## config.mk

```make
export PLATFORM = sky130hd
export DESIGN_NAME = cmdq_scan_ctrl
export DESIGN_NICKNAME = d
export VERILOG_FILES = /design/src/rtl/cmdq_scan_pkg.sv /design/src/rtl/cmdq_scan_ctl.sv /design/src/rtl/cmdq_scan_dp.sv /design/src/rtl/cmdq_scan_ctrl.sv
export SDC_FILE = /design/constraint.sdc
export NUM_CORES = 1
export LEC_CHECK = 0
export BUFFER_PORTS_ARGS = -buffer_cell sky130_fd_sc_hd__buf_4
export CAP_MARGIN = 20
export CORE_UTILIZATION = 36
export DETAILED_ROUTE_END_ITERATION = 12
export GPL_TIMING_DRIVEN = 0
export PLACE_DENSITY = 0.77
export SKIP_LAST_GASP = 1
export SLEW_MARGIN = 20
export SYNTH_ARGS = -nofsm -noshare
export SYNTH_HDL_FRONTEND = slang
export SYNTH_HIERARCHICAL = 1
export SYNTH_SLANG_ARGS = --single-unit
```

## constraint.sdc

```tcl
create_clock -name clk -period 2.1 [get_ports clk]
set_input_delay 0.21 -clock clk [delete_from_list [all_inputs] [get_ports clk]]
set_output_delay 0.21 -clock clk [all_outputs]
set_load 0.01 [all_outputs]
```

## src/rtl/cmdq_scan_pkg.sv

```systemverilog
package cmdq_scan_pkg;
  typedef enum logic [1:0] {ST_IDLE = 2'd0, ST_WAIT = 2'd1, ST_TRIG = 2'd2} scanState_t;
  typedef enum logic [1:0] {MD_OFF = 2'd0, MD_SINGLE_EDGE = 2'd1,
                            MD_CONT_EDGE = 2'd2, MD_CONT_LEVEL = 2'd3} scanMode_t;
  typedef struct packed {
    logic accept;
    logic endQ;
    logic pauseHit;
  } scanStrobe_t;
  localparam int EOQ_POS   = 0;
  localparam int PAUSE_POS = 1;
  localparam int EXT_POS   = 5;
  localparam int BNUM_POS  = 6;
  localparam int READ_POS  = 7;
endpackage

```

## src/rtl/cmdq_scan_ctl.sv

```systemverilog
module cmdq_scan_ctl
  import cmdq_scan_pkg::*;
(
  input  logic        clk,
  input  logic        rst,
  input  logic [1:0]  mode,
  input  logic        arm,
  input  logic        trigger,
  input  logic        cmdValid,
  input  logic        cmdEoq,
  input  logic        cmdPause,
  output logic        cmdReady,
  output logic [1:0]  status,
  output scanStrobe_t strobe
);
  scanState_t state, nxt;
  scanMode_t  md;
  logic trigPrev, startHit, edgeMode, accept;

  assign md       = scanMode_t'(mode);
  assign edgeMode = (md == MD_SINGLE_EDGE) || (md == MD_CONT_EDGE);
  assign startHit = (md == MD_CONT_LEVEL) ? trigger : (trigger & ~trigPrev);
  assign cmdReady = (state == ST_TRIG);
  assign accept   = cmdValid & cmdReady;
  assign status   = state;

  assign strobe.accept   = accept;
  assign strobe.endQ     = accept & cmdEoq;
  assign strobe.pauseHit = accept & cmdPause;

  always_comb begin
    nxt = state;
    unique case (state)
      ST_IDLE: if (arm) nxt = ST_WAIT;
      ST_WAIT: if (startHit) nxt = ST_TRIG;
      ST_TRIG: if (accept) begin
        if (cmdEoq)                nxt = (md == MD_SINGLE_EDGE) ? ST_IDLE : ST_WAIT;
        else if (cmdPause && edgeMode) nxt = ST_WAIT;
      end
      default: nxt = ST_IDLE;
    endcase
    if (md == MD_OFF) nxt = ST_IDLE;
  end

  always_ff @(posedge clk) begin
    if (rst) begin
      state    <= ST_IDLE;
      trigPrev <= 1'b0;
    end else begin
      state    <= nxt;
      trigPrev <= trigger;
    end
  end


  eoq_single_idle_chk: assert property (@(posedge clk) disable iff (rst)
    (accept && cmdEoq && md == MD_SINGLE_EDGE) |=> (state == ST_IDLE));

  eoq_cont_wait_chk: assert property (@(posedge clk) disable iff (rst)
    (accept && cmdEoq && md != MD_SINGLE_EDGE && md != MD_OFF) |=> (state == ST_WAIT));

  pause_edge_wait_chk: assert property (@(posedge clk) disable iff (rst)
    (accept && cmdPause && !cmdEoq && edgeMode) |=> (state == ST_WAIT));

  pause_level_stay_chk: assert property (@(posedge clk) disable iff (rst)
    (accept && !cmdEoq && md == MD_CONT_LEVEL) |=> (state == ST_TRIG));

  no_trig_without_input_chk: assert property (@(posedge clk) disable iff (rst)
    (state == ST_WAIT && !trigger) |=> (state != ST_TRIG));

  off_forces_idle_chk: assert property (@(posedge clk) disable iff (rst)
    (md == MD_OFF) |=> (state == ST_IDLE));
endmodule

```

## src/rtl/cmdq_scan_dp.sv

```systemverilog
module cmdq_scan_dp
  import cmdq_scan_pkg::*;
#(
  parameter int CMD_W = 32,
  parameter int CNT_W = 7
) (
  input  logic             clk,
  input  logic             rst,
  input  scanStrobe_t      strobe,
  input  logic [CMD_W-1:0] cmdWord,
  input  logic [1:0]       flagClr,
  output logic             eoqFlag,
  output logic             pauseFlag,
  output logic [CNT_W-1:0] xferCount,
  output logic             xferValid,
  output logic [1:0]       xferBuf,
  output logic             xferRead
);
  localparam logic [CNT_W-1:0] CNT_ONE = CNT_W'(1);

  assign xferValid = strobe.accept;
  assign xferBuf   = {cmdWord[EXT_POS], cmdWord[BNUM_POS]};
  assign xferRead  = cmdWord[READ_POS];

  always_ff @(posedge clk) begin
    if (rst) begin
      xferCount <= '0;
      eoqFlag   <= 1'b0;
      pauseFlag <= 1'b0;
    end else begin
      if (strobe.endQ)        xferCount <= '0;
      else if (strobe.accept) xferCount <= xferCount + CNT_ONE;
      if (strobe.endQ)        eoqFlag <= 1'b1;
      else if (flagClr[0])    eoqFlag <= 1'b0;
      if (strobe.pauseHit)    pauseFlag <= 1'b1;
      else if (flagClr[1])    pauseFlag <= 1'b0;
    end
  end


  count_step_chk: assert property (@(posedge clk) disable iff (rst)
    (strobe.accept && !strobe.endQ) |=> (xferCount == $past(xferCount) + CNT_ONE));

  count_clear_chk: assert property (@(posedge clk) disable iff (rst)
    strobe.endQ |=> (xferCount == '0));

  eoq_sticky_chk: assert property (@(posedge clk) disable iff (rst)
    (eoqFlag && !flagClr[0]) |=> eoqFlag);

  pause_sticky_chk: assert property (@(posedge clk) disable iff (rst)
    (pauseFlag && !flagClr[1]) |=> pauseFlag);

  both_flags_chk: assert property (@(posedge clk) disable iff (rst)
    (strobe.endQ && strobe.pauseHit) |=> (eoqFlag && pauseFlag));
endmodule

```

## src/rtl/cmdq_scan_ctrl.sv

```systemverilog
module cmdq_scan_ctrl
  import cmdq_scan_pkg::*;
#(
  parameter int CMD_W = 32,
  parameter int CNT_W = 7
) (
  input  logic             clk,
  input  logic             rst,
  input  logic [1:0]       mode,
  input  logic             arm,
  input  logic             trigger,
  input  logic             cmdValid,
  output logic             cmdReady,
  input  logic [CMD_W-1:0] cmdWord,
  input  logic [1:0]       flagClr,
  output logic             eoqFlag,
  output logic             pauseFlag,
  output logic [CNT_W-1:0] xferCount,
  output logic [1:0]       status,
  output logic             xferValid,
  output logic [1:0]       xferBuf,
  output logic             xferRead
);
  scanStrobe_t strobe;

  cmdq_scan_ctl u_ctl (
    .clk(clk), .rst(rst), .mode(mode), .arm(arm), .trigger(trigger),
    .cmdValid(cmdValid), .cmdEoq(cmdWord[EOQ_POS]), .cmdPause(cmdWord[PAUSE_POS]),
    .cmdReady(cmdReady), .status(status), .strobe(strobe)
  );

  cmdq_scan_dp #(.CMD_W(CMD_W), .CNT_W(CNT_W)) u_dp (
    .clk(clk), .rst(rst), .strobe(strobe), .cmdWord(cmdWord), .flagClr(flagClr),
    .eoqFlag(eoqFlag), .pauseFlag(pauseFlag), .xferCount(xferCount),
    .xferValid(xferValid), .xferBuf(xferBuf), .xferRead(xferRead)
  );


  xfer_only_triggered_chk: assert property (@(posedge clk) disable iff (rst)
    xferValid |-> (status == 2'd2 && cmdValid));
endmodule

```

== Word-level counts from Yosys, hierarchy flattened ==
Cells that the tools add are included.
W data, S select, Z words.

* Register bits: 12
* Input bits: 41
* Output and inout port bits: 16
* Word-level logic and storage cells: 41

* Add/sub/neg operators: 1
* Equality and inequality tests: 9
* Mux-type cells: 12
* Bitwise logic cells: 5
* Reduce and logical (&&, ||, !) cells: 9

{| class="wikitable"
|+ Operators with widths
! kind !! number
|-
| $mux W2 || 5
|-
| $add A7 B1 Y7 const B || 1
|-
| $eq A2 B2 Y1 const B || 3
|-
| $mux W1 || 6
|-
| $pmux W2 S3 || 1
|-
| $and A1 B1 Y1 || 4
|-
| $eq A2 B1 Y1 const B || 2
|-
| $logic_not A2 Y1 || 2
|-
| $ne A2 B2 Y1 const B || 2
|-
| $reduce_and A4 Y1 || 1
|-
| $reduce_bool A2 Y1 || 2
|-
| $reduce_or A2 Y1 || 2
|-
| $ne A3 B3 Y1 const B || 1
|-
| $ne A2 B1 Y1 const B || 1
|-
| $logic_and A1 B1 Y1 || 1
|-
| $logic_or A1 B1 Y1 || 1
|-
| $not A1 Y1 || 1
|}

== Longest topological paths before layout ==
* Depth after elaboration: 7
* Gate-level depth with buffers: 7
* Gate-level depth less buffers: 5

== Modules after synthesis ==
Netlist, hierarchy kept.

{| class="wikitable"
|+ By module, submodules not included
! module !! times used !! cells an instance !! area an instance (um^2) !! sequential area each (um^2)
|-
| cmdq_scan_dp || 1 || 45 || 397.9 || 180.2
|-
| cmdq_scan_ctl || 1 || 24 || 239.0 || 60.1
|}

== Least setup slack after synthesis ==
No wires, ideal clock.

* Kind: register to register
* Start: register u_ctl.state[1], in the netlist u_ctl/status[1]
* End: register u_dp.xferCount[6]
* Setup time: 0.070 ns
* Data arrival time: 1.549 ns
* Required time: 2.030 ns
* Setup slack: 0.481 ns
* Cell stages (with the launch flop): 8
* Path buffers: 2
* Period minus slack after synthesis: 1.619 ns
* Cells stage by stage: dfxtp_1 > nor2b_4 > and2_2 > buf_4 > buf_4 > nand4_2 > or3_1 > a21oi_1

* Longest elaborated chain between the ends: 4

{| class="wikitable"
|+ Ends and longest elaborated chain
! element !! line !! RTL
|-
| start, declared || cmdq_scan_ctl.sv:16 || <nowiki>scanState_t state, nxt;</nowiki>
|-
| start signal, assigned || cmdq_scan_ctl.sv:50 || <nowiki>state <= nxt;</nowiki>
|-
| $eq A2 B2 Y1 (*) || cmdq_scan_ctl.sv:23 || <nowiki>assign cmdReady = (state == ST_TRIG);</nowiki>
|-
| net cmdReady || cmdq_scan_ctrl.sv:13 || <nowiki>output logic cmdReady,</nowiki>
|-
| $and A1 B1 Y1 (*) || cmdq_scan_ctl.sv:24 || <nowiki>assign accept = cmdValid & cmdReady;</nowiki>
|-
| net u_ctl.accept || cmdq_scan_ctl.sv:18 || <nowiki>logic trigPrev, startHit, edgeMode, accept;</nowiki>
|-
| $and A1 B1 Y1 || cmdq_scan_ctl.sv:28 || <nowiki>assign strobe.endQ = accept & cmdEoq;</nowiki>
|-
| $reduce_or A2 Y1 (no source line) || - ||
|-
| end signal, assigned || cmdq_scan_dp.sv:32 || <nowiki>else if (strobe.accept) xferCount <= xferCount + CNT_ONE;</nowiki>
|-
| end, declared || cmdq_scan_dp.sv:14 || <nowiki>output logic [CNT_W-1:0] xferCount,</nowiki>
|}

Mark *: on every way through the listed nets, which the timed path passes. The rest lies on a longest branch.
A chain may end at the register's enable or synchronous reset.

== Worst setup path after layout ==
* Start: register u_ctl.state[1], in the netlist u_ctl/status[1]
* End: register u_dp.xferCount[6]

* Longest elaborated chain between the ends: 4

{| class="wikitable"
|+ Ends and longest elaborated chain
! element !! line
|-
| $eq A2 B2 Y1 (*) || cmdq_scan_ctl.sv:23
|-
| $and A1 B1 Y1 (*) || cmdq_scan_ctl.sv:24
|-
| net u_ctl.accept || cmdq_scan_ctl.sv:18
|-
| $and A1 B1 Y1 || cmdq_scan_ctl.sv:28
|-
| $reduce_or A2 Y1 (no source line) || -
|}

Marks and branches as above.

==> impl_metrics.env <==
export IMPL_via_count=586
export IMPL_gp_congestion=0.780
export IMPL_grt_first_pass_wirelength_mm=2.09
export IMPL_holdBufCountCts=0
export IMPL_root_buffer="clkbuf_4"
export IMPL_finalCritPeriodShare=0.817
export IMPL_numCtsBuffers=3
export IMPL_initial_core_util=0.404
export IMPL_critPathMaxFanout=7
export IMPL_rsz0062_at_grt="no"
export IMPL_max_freq_mhz=583
export IMPL_clk_latency_ns=0.27
export IMPL_syn_to_final_growth_pct=39.5
export IMPL_grt_max_degree=8
export IMPL_post_synth_top_area_cell="dfxtp_1"
export IMPL_stdcell_count=115
export IMPL_vias_per_cell=5.10
export IMPL_skew_ns=0.00442
export IMPL_antenna_found_initial=0
export IMPL_die_h_um=44.1
export IMPL_syn_area_um2=637
export IMPL_relSlewSlack=0.803
export IMPL_firstDrtPassIters=6
export IMPL_synth_distinct_cells=28
export IMPL_synth_cells=69
export IMPL_seqCellArea_um2=240
export IMPL_postSynthNetCount=114
export IMPL_ys_seq_elements=12
export IMPL_coreArea_um2=1580
export IMPL_final_util=0.563
export IMPL_mostFrequentLayoutCells="buf_4, dfxtp_1, nor2_1"
export IMPL_grt_usage=0.146
export IMPL_multi_input_area_um2=333
export IMPL_p_per_area_nw_per_um2=546
export IMPL_die_x_um=44.1
export IMPL_cap_violations=0
export IMPL_cts_tree="yes"
export IMPL_h_tree_depth=1
export IMPL_p_leak_nw=0.428
export IMPL_whs_ns=0.136
export IMPL_worstRegToRegCells=7
export IMPL_min_path_cells=2
export IMPL_crit_type="reg -> reg"
export IMPL_cp_start_kind="flip-flop"
export IMPL_postCtsSetupRepairBufs=0
export IMPL_peakVddDrop_mv=0.413
export IMPL_min_period_ns=1.72
export IMPL_worstMarginPinSlew_ns=0.295
export IMPL_grt_use_met2=0.259
export IMPL_tns_ns=0
export IMPL_synthTopCellsByArea="dfxtp_1, ha_1, buf_4"
export IMPL_synth_top_area_share=0.377
export IMPL_setup_viol=0
export IMPL_required_ns=2.30
export IMPL_yosysWarnings=6
export IMPL_outcome="finished, final reports clean"
export IMPL_syn_avg_cell_area_um2=9.23
export IMPL_hold_violations=0
export IMPL_cts_sinks=12
export IMPL_ys_seq_area_frac=0.377
export IMPL_rows=14
export IMPL_dp_hpwl_um=990
export IMPL_layout_drive_gt1_share=0.455
export IMPL_finalWirelength_mm=1.32
export IMPL_met3_usage=0.0694
export IMPL_final_net_count=145
export IMPL_clk_path_buf_depth=2
export IMPL_drtIter0Drc=5
export IMPL_wire_per_inst_um=11.4
export IMPL_cp_arrival_ns=1.92
export IMPL_post_route_drc_count=0
export IMPL_fillers=153
export IMPL_ant_nets=0
export IMPL_grt_overflow=0
export IMPL_busiest_layer="met2"
export IMPL_crit_path_end_kind="flip-flop"
export IMPL_met1_usage=0.163
export IMPL_mostFrequentLayoutCell="buf_4"
export IMPL_numPortBuffers=26
export IMPL_hold_path_class="in -> reg"
export IMPL_ctsResizeCount=0
export IMPL_die_area_um2=1940
export IMPL_grt_pass1_vias=490
export IMPL_diodes=0
export IMPL_pin_count=57
export IMPL_slew_viol_final=0
export IMPL_dp_cells=111
export IMPL_clk_pin_slew_ns=0.08
## Yosys cell counts
cell      instances
buf_4             6
nand4_1           2
nand2b_1          1
a21oi_2           1
and2_2            1
o21ai_0           2
nor2b_4           1
xnor2_1           1
a21bo_1           1
inv_1             4
nand2_1           3
nand4b_1          1
a311o_1           2
or3_1             2
nand4_2           1
xor2_1            3
or2_2             1
and3_2            2
nor2b_1           1
a21o_2            1
a211oi_2          1
mux2i_1           1
dfxtp_1          12
nand3_1           1
a21oi_1           4
ha_1              4
nor2_1            8
clkbuf_1          1
## layout make-up
class                      count  share of cell area
tap                           16              0.0225
inverter                       4              0.0169
multi-input combinational     46               0.375
clock buffer                   4              0.0408
buffer                         7              0.0549
timing repair buffer          26               0.220
sequential                    12               0.270
## worst max-delay path, stage by stage (launching register included)
cell,delay (ns)
dfxtp_1,0.39
nor2b_4,0.24
and2_2,0.16
buf_4,0.10
buf_4,0.14
nand4_2,0.11
or3_1,0.37
a21oi_1,0.14
## final timing paths
kind | startpoint | to | slack, ns
hold reg to reg | u_dp/eoqFlag$_SDFFE_PP0P_ | u_dp/eoqFlag$_SDFFE_PP0P_ | 0.49
setup / recovery | u_ctl/status[1]$_SDFFE_PP0P_ | u_dp/xferCount[6]$_SDFFE_PP0P_ | 0.38
hold / removal | rst | u_ctl/status[1]$_SDFFE_PP0P_ | 0.14
setup reg to reg | u_ctl/status[1]$_SDFFE_PP0P_ | u_dp/xferCount[6]$_SDFFE_PP0P_ | 0.38
## layer usage
layer | vias up | share of wire
met5 | - | 0
met4 | 0 | 0
met3 | 0 | 0.097
met2 | 35 | 0.48
met1 | 258 | 0.42
li1 | 293 | -
## logic make-up (layout without fill, tap and decap cells)
logic type	count (synthesis)	after routing	synth area share
AND/OR/NAND/NOR	25	25	0.232
AO/OA/AOI/OAI	12	12	0.141
flip-flops	12	12	0.377
buffers and inverters	11	41	0.100
adder cells (fa/ha/maj)	4	4	0.0786
XOR/XNOR	4	4	0.0550
multiplexers	1	1	0.0157
## registers in the layout, indices dropped and copies added, names as in the netlist
| register | flops |
|---|---|
| u_ctl/trigPrev | 1 |
| u_ctl/status | 2 |
| u_dp/pauseFlag | 1 |
| u_dp/xferCount | 7 |
| u_dp/eoqFlag | 1 |
## through the flow
| step | area, um^2 | total power [mW] | setup WS (ns) |
|---|---|---|---|
| 2_1_floorplan | 637 | 0.270 | 0.481 |
| 3_3_place_gp | 852 | 0.301 | 0.453 |
| 3_5_place_dp | 852 | 0.304 | 0.409 |
| 4_1_cts | 888 | 0.493 | 0.387 |
| 5_1_grt | 888 | 0.510 | 0.255 |
| 6_report | 888 | 0.485 | 0.384 |
## where the power goes
part	internal, mW	total (mW)	switching, mW
Combinational	0.0368	0.0640	0.0272
Sequential	0.231	0.236	0.00450
Clock	0.105	0.186	0.0805
(Power assumes the default switching activity.)
